`config.mk`:
```
export PLATFORM = sky130hd
export DESIGN_NAME = hbctl_regs
export DESIGN_NICKNAME = d
export VERILOG_FILES = /design/src/rtl/hbctl_pkg.sv /design/src/rtl/hbctl_decode.sv /design/src/rtl/hbctl_bank.sv /design/src/rtl/hbctl_rstreq.sv /design/src/rtl/hbctl_regs.sv
export SDC_FILE = /design/constraint.sdc
export NUM_CORES = 1
export LEC_CHECK = 0
export BUFFER_PORTS_ARGS = -buffer_cell sky130_fd_sc_hd__buf_2
export CAP_MARGIN = 20
export CORE_AREA = 3 3 313 315
export DETAILED_ROUTE_END_ITERATION = 8
export DIE_AREA = 0 0 316 318
export SYNTH_ARGS = -nofsm -noshare
export SYNTH_HDL_FRONTEND = slang
export SYNTH_SLANG_ARGS = --single-unit
```
`constraint.sdc`:
```
create_clock -name clk -period 3.55 [get_ports clk]
set_clock_uncertainty 0.2 [all_clocks]
set_input_delay 0.1775 -clock clk [delete_from_list [all_inputs] [get_ports clk]]
set_output_delay 0.1775 -clock clk [all_outputs]
set_load 0.02 [all_outputs]
```
`src/rtl/hbctl_pkg.sv`:
```
package hbctl_pkg;

    localparam int DW     = 32;
    localparam int NWORDS = 28;

    // word indexes that carry behaviour or a non-zero power-on value
    localparam int IDX_PON     = 0;
    localparam int IDX_GEN     = 1;
    localparam int IDX_IODEV   = 2;
    localparam int IDX_SDRAM   = 3;
    localparam int IDX_PCIMAP  = 4;
    localparam int IDX_GPIODAT = 7;
    localparam int IDX_GPIOEN  = 8;
    localparam int IDX_ENSET   = 12;
    localparam int IDX_ENCLR   = 13;
    localparam int IDX_ENMASK  = 14;
    localparam int IDX_ISTAT   = 15;
    localparam int IDX_DQ      = 26;
    localparam int IDX_MEMSIZE = 27;

    // general configuration bit positions
    localparam int GEN_DEBUG    = 0;
    localparam int GEN_SNOOP    = 1;
    localparam int GEN_SELFRST  = 2;
    localparam int GEN_BSWAP    = 6;
    localparam int GEN_UNCACHED = 7;
    localparam int GEN_PREFETCH = 8;
    localparam int GEN_WBEHIND  = 9;
    localparam int GEN_PCIQ     = 12;

    typedef enum logic [2:0] {
        K_PLAIN,
        K_MASK,
        K_STAT
    } word_kind_e;

    typedef enum logic {
        RQ_IDLE,
        RQ_PULSE
    } rq_state_e;

    function automatic word_kind_e kind_of(input int idx);
        case (idx)
            IDX_ENMASK: return K_MASK;
            IDX_ISTAT:  return K_STAT;
            default:    return K_PLAIN;
        endcase
    endfunction

    function automatic logic [DW-1:0] default_of(input int idx);
        logic [DW-1:0] g;
        g = '0;
        g[GEN_SELFRST]  = 1'b1;
        g[GEN_UNCACHED] = 1'b1;
        g[GEN_PREFETCH] = 1'b1;
        g[GEN_WBEHIND]  = 1'b1;
        g[GEN_PCIQ]     = 1'b1;
        case (idx)
            IDX_PON:     return 32'h0000_0C40;
            IDX_GEN:     return g;
            IDX_IODEV:   return 32'h2BFF_8010;
            IDX_SDRAM:   return 32'h255E_0091;
            IDX_PCIMAP:  return 32'h0000_6140;
            IDX_GPIODAT: return 32'h0000_01FF;
            IDX_GPIOEN:  return 32'h0000_01FF;
            IDX_DQ:      return 32'h0000_0008;
            IDX_MEMSIZE: return 32'h1000_0000;
            default:     return '0;
        endcase
    endfunction

endpackage

```
`src/rtl/hbctl_decode.sv`:
```
module hbctl_decode
    import hbctl_pkg::*;
#(
    parameter int ADDR_W = 6,
    parameter int N      = NWORDS
) (
    input  logic              we,
    input  logic [ADDR_W-1:0] addr,
    output logic [N-1:0]      wr_hit,
    output logic              in_win
);

    for (genvar i = 0; i < N; i++) begin : g_hit
        assign wr_hit[i] = we && (addr == ADDR_W'(i));
    end

    assign in_win = (addr < ADDR_W'(N));

endmodule

```
`src/rtl/hbctl_bank.sv`:
```
module hbctl_bank
    import hbctl_pkg::*;
#(
    parameter int DATA_W = DW,
    parameter int N      = NWORDS
) (
    input  logic              clk,
    input  logic              rst_n,
    input  logic [N-1:0]      wr_hit,
    input  logic [DATA_W-1:0] wdata,
    input  logic [DATA_W-1:0] stat_in,
    output logic [DATA_W-1:0] words [N]
);

    for (genvar i = 0; i < N; i++) begin : g_word
        localparam word_kind_e  KIND = kind_of(i);
        localparam logic [DATA_W-1:0] INIT = DATA_W'(default_of(i));
        logic [DATA_W-1:0] q;

        if (KIND == K_MASK) begin : g_mask
            always_ff @(posedge clk or negedge rst_n) begin
                if (!rst_n)                   q <= INIT;
                else if (wr_hit[IDX_ENSET])   q <= q | wdata;
                else if (wr_hit[IDX_ENCLR])   q <= q & ~wdata;
            end

            assert_mask_set_R3: assert property (@(posedge clk) disable iff (!rst_n)
                wr_hit[IDX_ENSET] |=> (q == ($past(q) | $past(wdata))));
            assert_mask_clr_R4: assert property (@(posedge clk) disable iff (!rst_n)
                wr_hit[IDX_ENCLR] |=> (q == ($past(q) & ~$past(wdata))));
            assert_mask_ro_R5: assert property (@(posedge clk) disable iff (!rst_n)
                wr_hit[i] |=> $stable(q));
        end else if (KIND == K_STAT) begin : g_stat
            always_ff @(posedge clk or negedge rst_n) begin
                if (!rst_n) q <= INIT;
                else        q <= stat_in;
            end

            assert_stat_ro_R5: assert property (@(posedge clk) disable iff (!rst_n)
                wr_hit[i] |=> (q == $past(stat_in)));
            assert_stat_follow_R6: assert property (@(posedge clk) disable iff (!rst_n)
                $past(rst_n) |-> (q == $past(stat_in)));
        end else begin : g_plain
            always_ff @(posedge clk or negedge rst_n) begin
                if (!rst_n)         q <= INIT;
                else if (wr_hit[i]) q <= wdata;
            end
        end

        assign words[i] = q;
    end

endmodule

```
`src/rtl/hbctl_rstreq.sv`:
```
module hbctl_rstreq
    import hbctl_pkg::*;
(
    input  logic clk,
    input  logic rst_n,
    input  logic arm,
    output logic req
);

    rq_state_e state_q, state_d;

    always_ff @(posedge clk or negedge rst_n) begin
        if (!rst_n) state_q <= RQ_IDLE;
        else        state_q <= state_d;
    end

    always_comb begin
        state_d = state_q;
        unique case (state_q)
            RQ_IDLE:  state_d = arm ? RQ_PULSE : RQ_IDLE;
            RQ_PULSE: state_d = RQ_IDLE;
            default:  state_d = RQ_IDLE;
        endcase
    end

    always_comb begin
        req = (state_q == RQ_PULSE);
    end

    assert_req_single_R7: assert property (@(posedge clk) disable iff (!rst_n)
        req |=> !req);
    assert_req_cause_R8: assert property (@(posedge clk) disable iff (!rst_n)
        (req && $past(rst_n)) |-> $past(arm));

endmodule

```
`src/rtl/hbctl_regs.sv`:
```
module hbctl_regs
    import hbctl_pkg::*;
#(
    parameter int ADDR_W = 6
) (
    input  logic              clk,
    input  logic              rst_n,
    input  logic              reg_we,
    input  logic [ADDR_W-1:0] reg_addr,
    input  logic [DW-1:0]     reg_wdata,
    input  logic [DW-1:0]     irq_stat_in,
    output logic [DW-1:0]     reg_rdata,
    output logic              sys_reset_req
);

    localparam int N = NWORDS;

    logic [N-1:0]  wr_hit;
    logic          in_win;
    logic [DW-1:0] words [N];
    logic [DW-1:0] sel;
    logic          arm;

    hbctl_decode #(.ADDR_W(ADDR_W), .N(N)) u_dec (
        .we     (reg_we),
        .addr   (reg_addr),
        .wr_hit (wr_hit),
        .in_win (in_win)
    );

    hbctl_bank #(.DATA_W(DW), .N(N)) u_bank (
        .clk     (clk),
        .rst_n   (rst_n),
        .wr_hit  (wr_hit),
        .wdata   (reg_wdata),
        .stat_in (irq_stat_in),
        .words   (words)
    );

    assign arm = wr_hit[IDX_GEN] && reg_wdata[GEN_SELFRST] && !words[IDX_GEN][GEN_SELFRST];

    hbctl_rstreq u_rq (
        .clk   (clk),
        .rst_n (rst_n),
        .arm   (arm),
        .req   (sys_reset_req)
    );

    always_comb begin
        sel = '0;
        for (int i = 0; i < N; i++) begin
            if (reg_addr == ADDR_W'(i)) sel = words[i];
        end
    end

    assign reg_rdata = in_win ? sel : '0;

    assert_arm_pulse_R7: assert property (@(posedge clk) disable iff (!rst_n)
        (reg_we && reg_addr == ADDR_W'(IDX_GEN) && reg_wdata[GEN_SELFRST]
         && !words[IDX_GEN][GEN_SELFRST]) |=> sys_reset_req);

    always_comb begin
        if (rst_n && !in_win) begin
            assert_oob_zero_R9: assert (reg_rdata == '0);
        end
    end

endmodule

```
==> results.py <==
metrics = {
    "status": {
        "status": "finished with violations",
        "violations": "negative setup slack",
    },
    "route": {
        "first_iter_violations": 3713,
        "dr.pass1.iters": 8,
        "route.vias.total": 30704,
        "wl_per_cell_um": 33.2,
        "drc_errors": 0,
        "routed_via_density": 6.43,
        "ant_nets": 0,
        "wirelength_um": 158000,
    },
    "job": {
        "max_cap_viol_count": 0,
    },
    "finish": {
        "nNetsFinal": 3497,
        "stdcell_count": 4778,
        "n_fill_cell": 8085,
        "drive_gt1_share_pct": 41.8,
        "final-seq-area_mm2": 0.0225,
        "multiInputGateArea_mm2": 0.0172,
        "area_growth_pct": 17.9,
    },
    "die": {
        "dieArea_mm2": 0.100,
        "io_pins": 106,
        "rows": 113,
        "die_w_um": 316,
        "core-area_mm2": 0.0952,
        "initial_core_util_pct": 43.0,
        "die_h_um": 318,
    },
    "synthesis": {
        "synth_enable_flop_cells": 0,
        "postSynthCellCount": 3223,
        "synth_commonest_cells": "dfrtp_1 (840), mux2_2 (834), nand2_1 (201)",
        "synth_most_common_cell": "dfrtp_1",
        "synth-seq-cells": 897,
        "synth_nets": 3296,
        "seq_area_frac_synth_pct": 55.0,
        "yosys.area_share.simple_pct": 4.78,
        "ys_top_cells_by_area": "dfrtp_1 (51%), mux2_2 (23%), dfstp_2 (3.7%), nand2_1 (1.8%), mux2i_1 (1.8%)",
        "synth_compound_area_share_pct": 11.0,
        "synth_ff_type": "dfrtp_1",
        "syn_avg_cell_area_um2": 12.7,
        "synth_top_family_by_area": "multiplexers",
        "yosysWarningCount": 0,
        "synth_area_mm2": 0.0410,
        "async_flop_share_pct": 100,
        "synth_fa_ha_area_share_pct": 0,
        "yosys.area.top_type": "dfrtp_1",
        "synth_top_area_share_pct": 51.3,
        "synth_xor_area_share_pct": 0,
        "muxShareOfSynthArea_pct": 25.8,
        "synthDistinctLibCells": 69,
    },
    "place": {
        "dp_hpwl_um": 100000,
        "io_buffers": 105,
        "gp_congestion": 0.942,
        "placed_cells": 4488,
        "place_ws_ns": 0.223,
    },
    "power": {
        "power_leakage_uw": 0.0226,
        "finalPower_uw": 25900,
        "p_per_area_mw_per_mm2": 537,
        "ir_drop_v": 0.000359,
    },
    "timing": {
        "final.min_clock_period_ns": 3.60,
        "final_max_slew_viol_count": 0,
        "final_min_period_over_clock_period_pct": 101,
        "holdWs_ns": 0.233,
        "worst_slack_ns": -0.0479,
        "rsz0062_at_grt": "false",
        "finalSetupViolCount": 1,
        "tightestPinTransition_ns": 1.09,
        "max_freq_mhz": 278,
        "maxSlewHeadroom_pct": 27.2,
        "timing_hold_violations_final": 0,
    },
    "critical_path": {
        "crit_required_ns": 3.17,
        "path_class": "in -> out",
        "start_kind": "input port",
        "cp_data_arrival_time_ns": 3.22,
        "end_kind": "output port",
        "cp_max_fo": 25,
    },
    "global_route": {
        "grt_pass1_vias": 31121,
        "grt_overflow": 0,
        "grt_use_total_pct": 31.1,
        "antenna_found_initial": 9,
        "grt_max_degree": 127,
        "grt_pass1_wl_um": 226000,
    },
    "clock_network": {
        "cts_max_path_buffers": 3,
        "cts_buffers": 98,
        "cts.reportedPaths.clkPinSlew_ns": 0.06,
        "cts_tree": "yes",
        "cts_htree_levels": 3,
        "cts.sinks": 897,
        "clk_latency_ns": 0.68,
        "cts-root-buf": "clkbuf_16",
    },
    "worst_hold_path": {
        "hp-class": "reg -> reg",
    },
}
[report_power, final]
| part | internal, uW | switching, uW |
|---|---|---|
| clock | 6190 | 4400 |
| combinational | 1500 | 1500 |
| sequential | 11600 | 740 |
[sequential cells by signal, summed over array words and instances, names as in the netlist, named ones only]
name and flops:
u_rq.req 1, u_bank.g_word.q 864
[stage by stage]
step | area, um2 | utilization, % | setup TNS, ns
after floorplan | 41000 | - | 0
after global placement | 43900 | 46.1 | 0
after detailed placement | 43900 | 46.2 | 0
after CTS | 48300 | 50.7 | 0
after global routing | 48300 | 50.7 | 0
final | 48300 | 50.7 | -0.0479
[placed cells by master (no fill, tap or decap), drive strengths merged, types with 19 or more instances in the layout]
| cell type | count |
|---|---|
| a211oi | 21 |
| a21oi | 131 |
| a221o | 19 |
| a221oi | 50 |
| a222oi | 19 |
| a22o | 45 |
| a22oi | 81 |
| buf | 324 |
| clkbuf | 139 |
| clkinv | 30 |
| dfrtp | 840 |
| dfstp | 57 |
| dlygate4sd3 | 100 |
| mux2 | 836 |
| mux2i | 73 |
| mux4 | 19 |
| nand2 | 203 |
| nor2 | 110 |
| nor3 | 22 |
| o21ai | 113 |
| o221ai | 27 |
| o22ai | 37 |
| o2bb2ai | 26 |
[final timing paths]
check	startpoint	depth (start not counted)	slack (ns)	end
max	reg_addr[0]	9	-0.05	reg_rdata[11]
min	u_rq.req	1	0.23	u_rq.req
max reg2reg	u_bank.g_word[16].q[6]	1	2.49	u_bank.g_word[16].q[6]
min reg2reg	u_rq.req	1	0.23	u_rq.req
max in group asynchronous	rst_n	5	1.58	u_bank.g_word[18].q[24]
min in group asynchronous	rst_n	3	0.49	u_bank.g_word[3].q[7]
[kinds of logic after synthesis]
kind of cell | after synthesis
compound gates | 645
mux | 928
simple gates | 423
buf+inv | 330
flops | 897
[critical path, cell delays in order]
cell,delay (ns)
buf_8,0.23
buf_4,0.45
buf_4,0.35
mux2_2,0.37
o221ai_1,0.44
nand3_1,0.26
a31oi_1,0.44
o22ai_1,0.24
buf_2,0.21
[metal layers]
metal  part of all wire (%)  global-route usage (%)  up-vias
met5                  0.015                       0        -
met4                    5.7                    15.1        4
met3                     11                    9.08      477
met2                     44                    46.8     1915
met1                     40                    41.2    16009
li1                       -                       -    12299
[final cells by class]
class | instances | share of cell area [%]
Antenna cell | 4 | 0.0207
Clock inverter | 46 | 1.03
Clock buffer | 139 | 5.89
Tap cell | 1265 | 3.28
Timing Repair Buffer | 424 | 7.49
Inverter | 7 | 0.0544
Sequential cell | 897 | 46.6
Multi-Input combinational cell | 1996 | 35.6
[timing repair]
action,in CTS,in global routing
hold endpoints to repair,1584,0
buffers inserted,0,0
resized for setup,0,0
hold buffers,100,0
(Power assumes the default switching activity.)
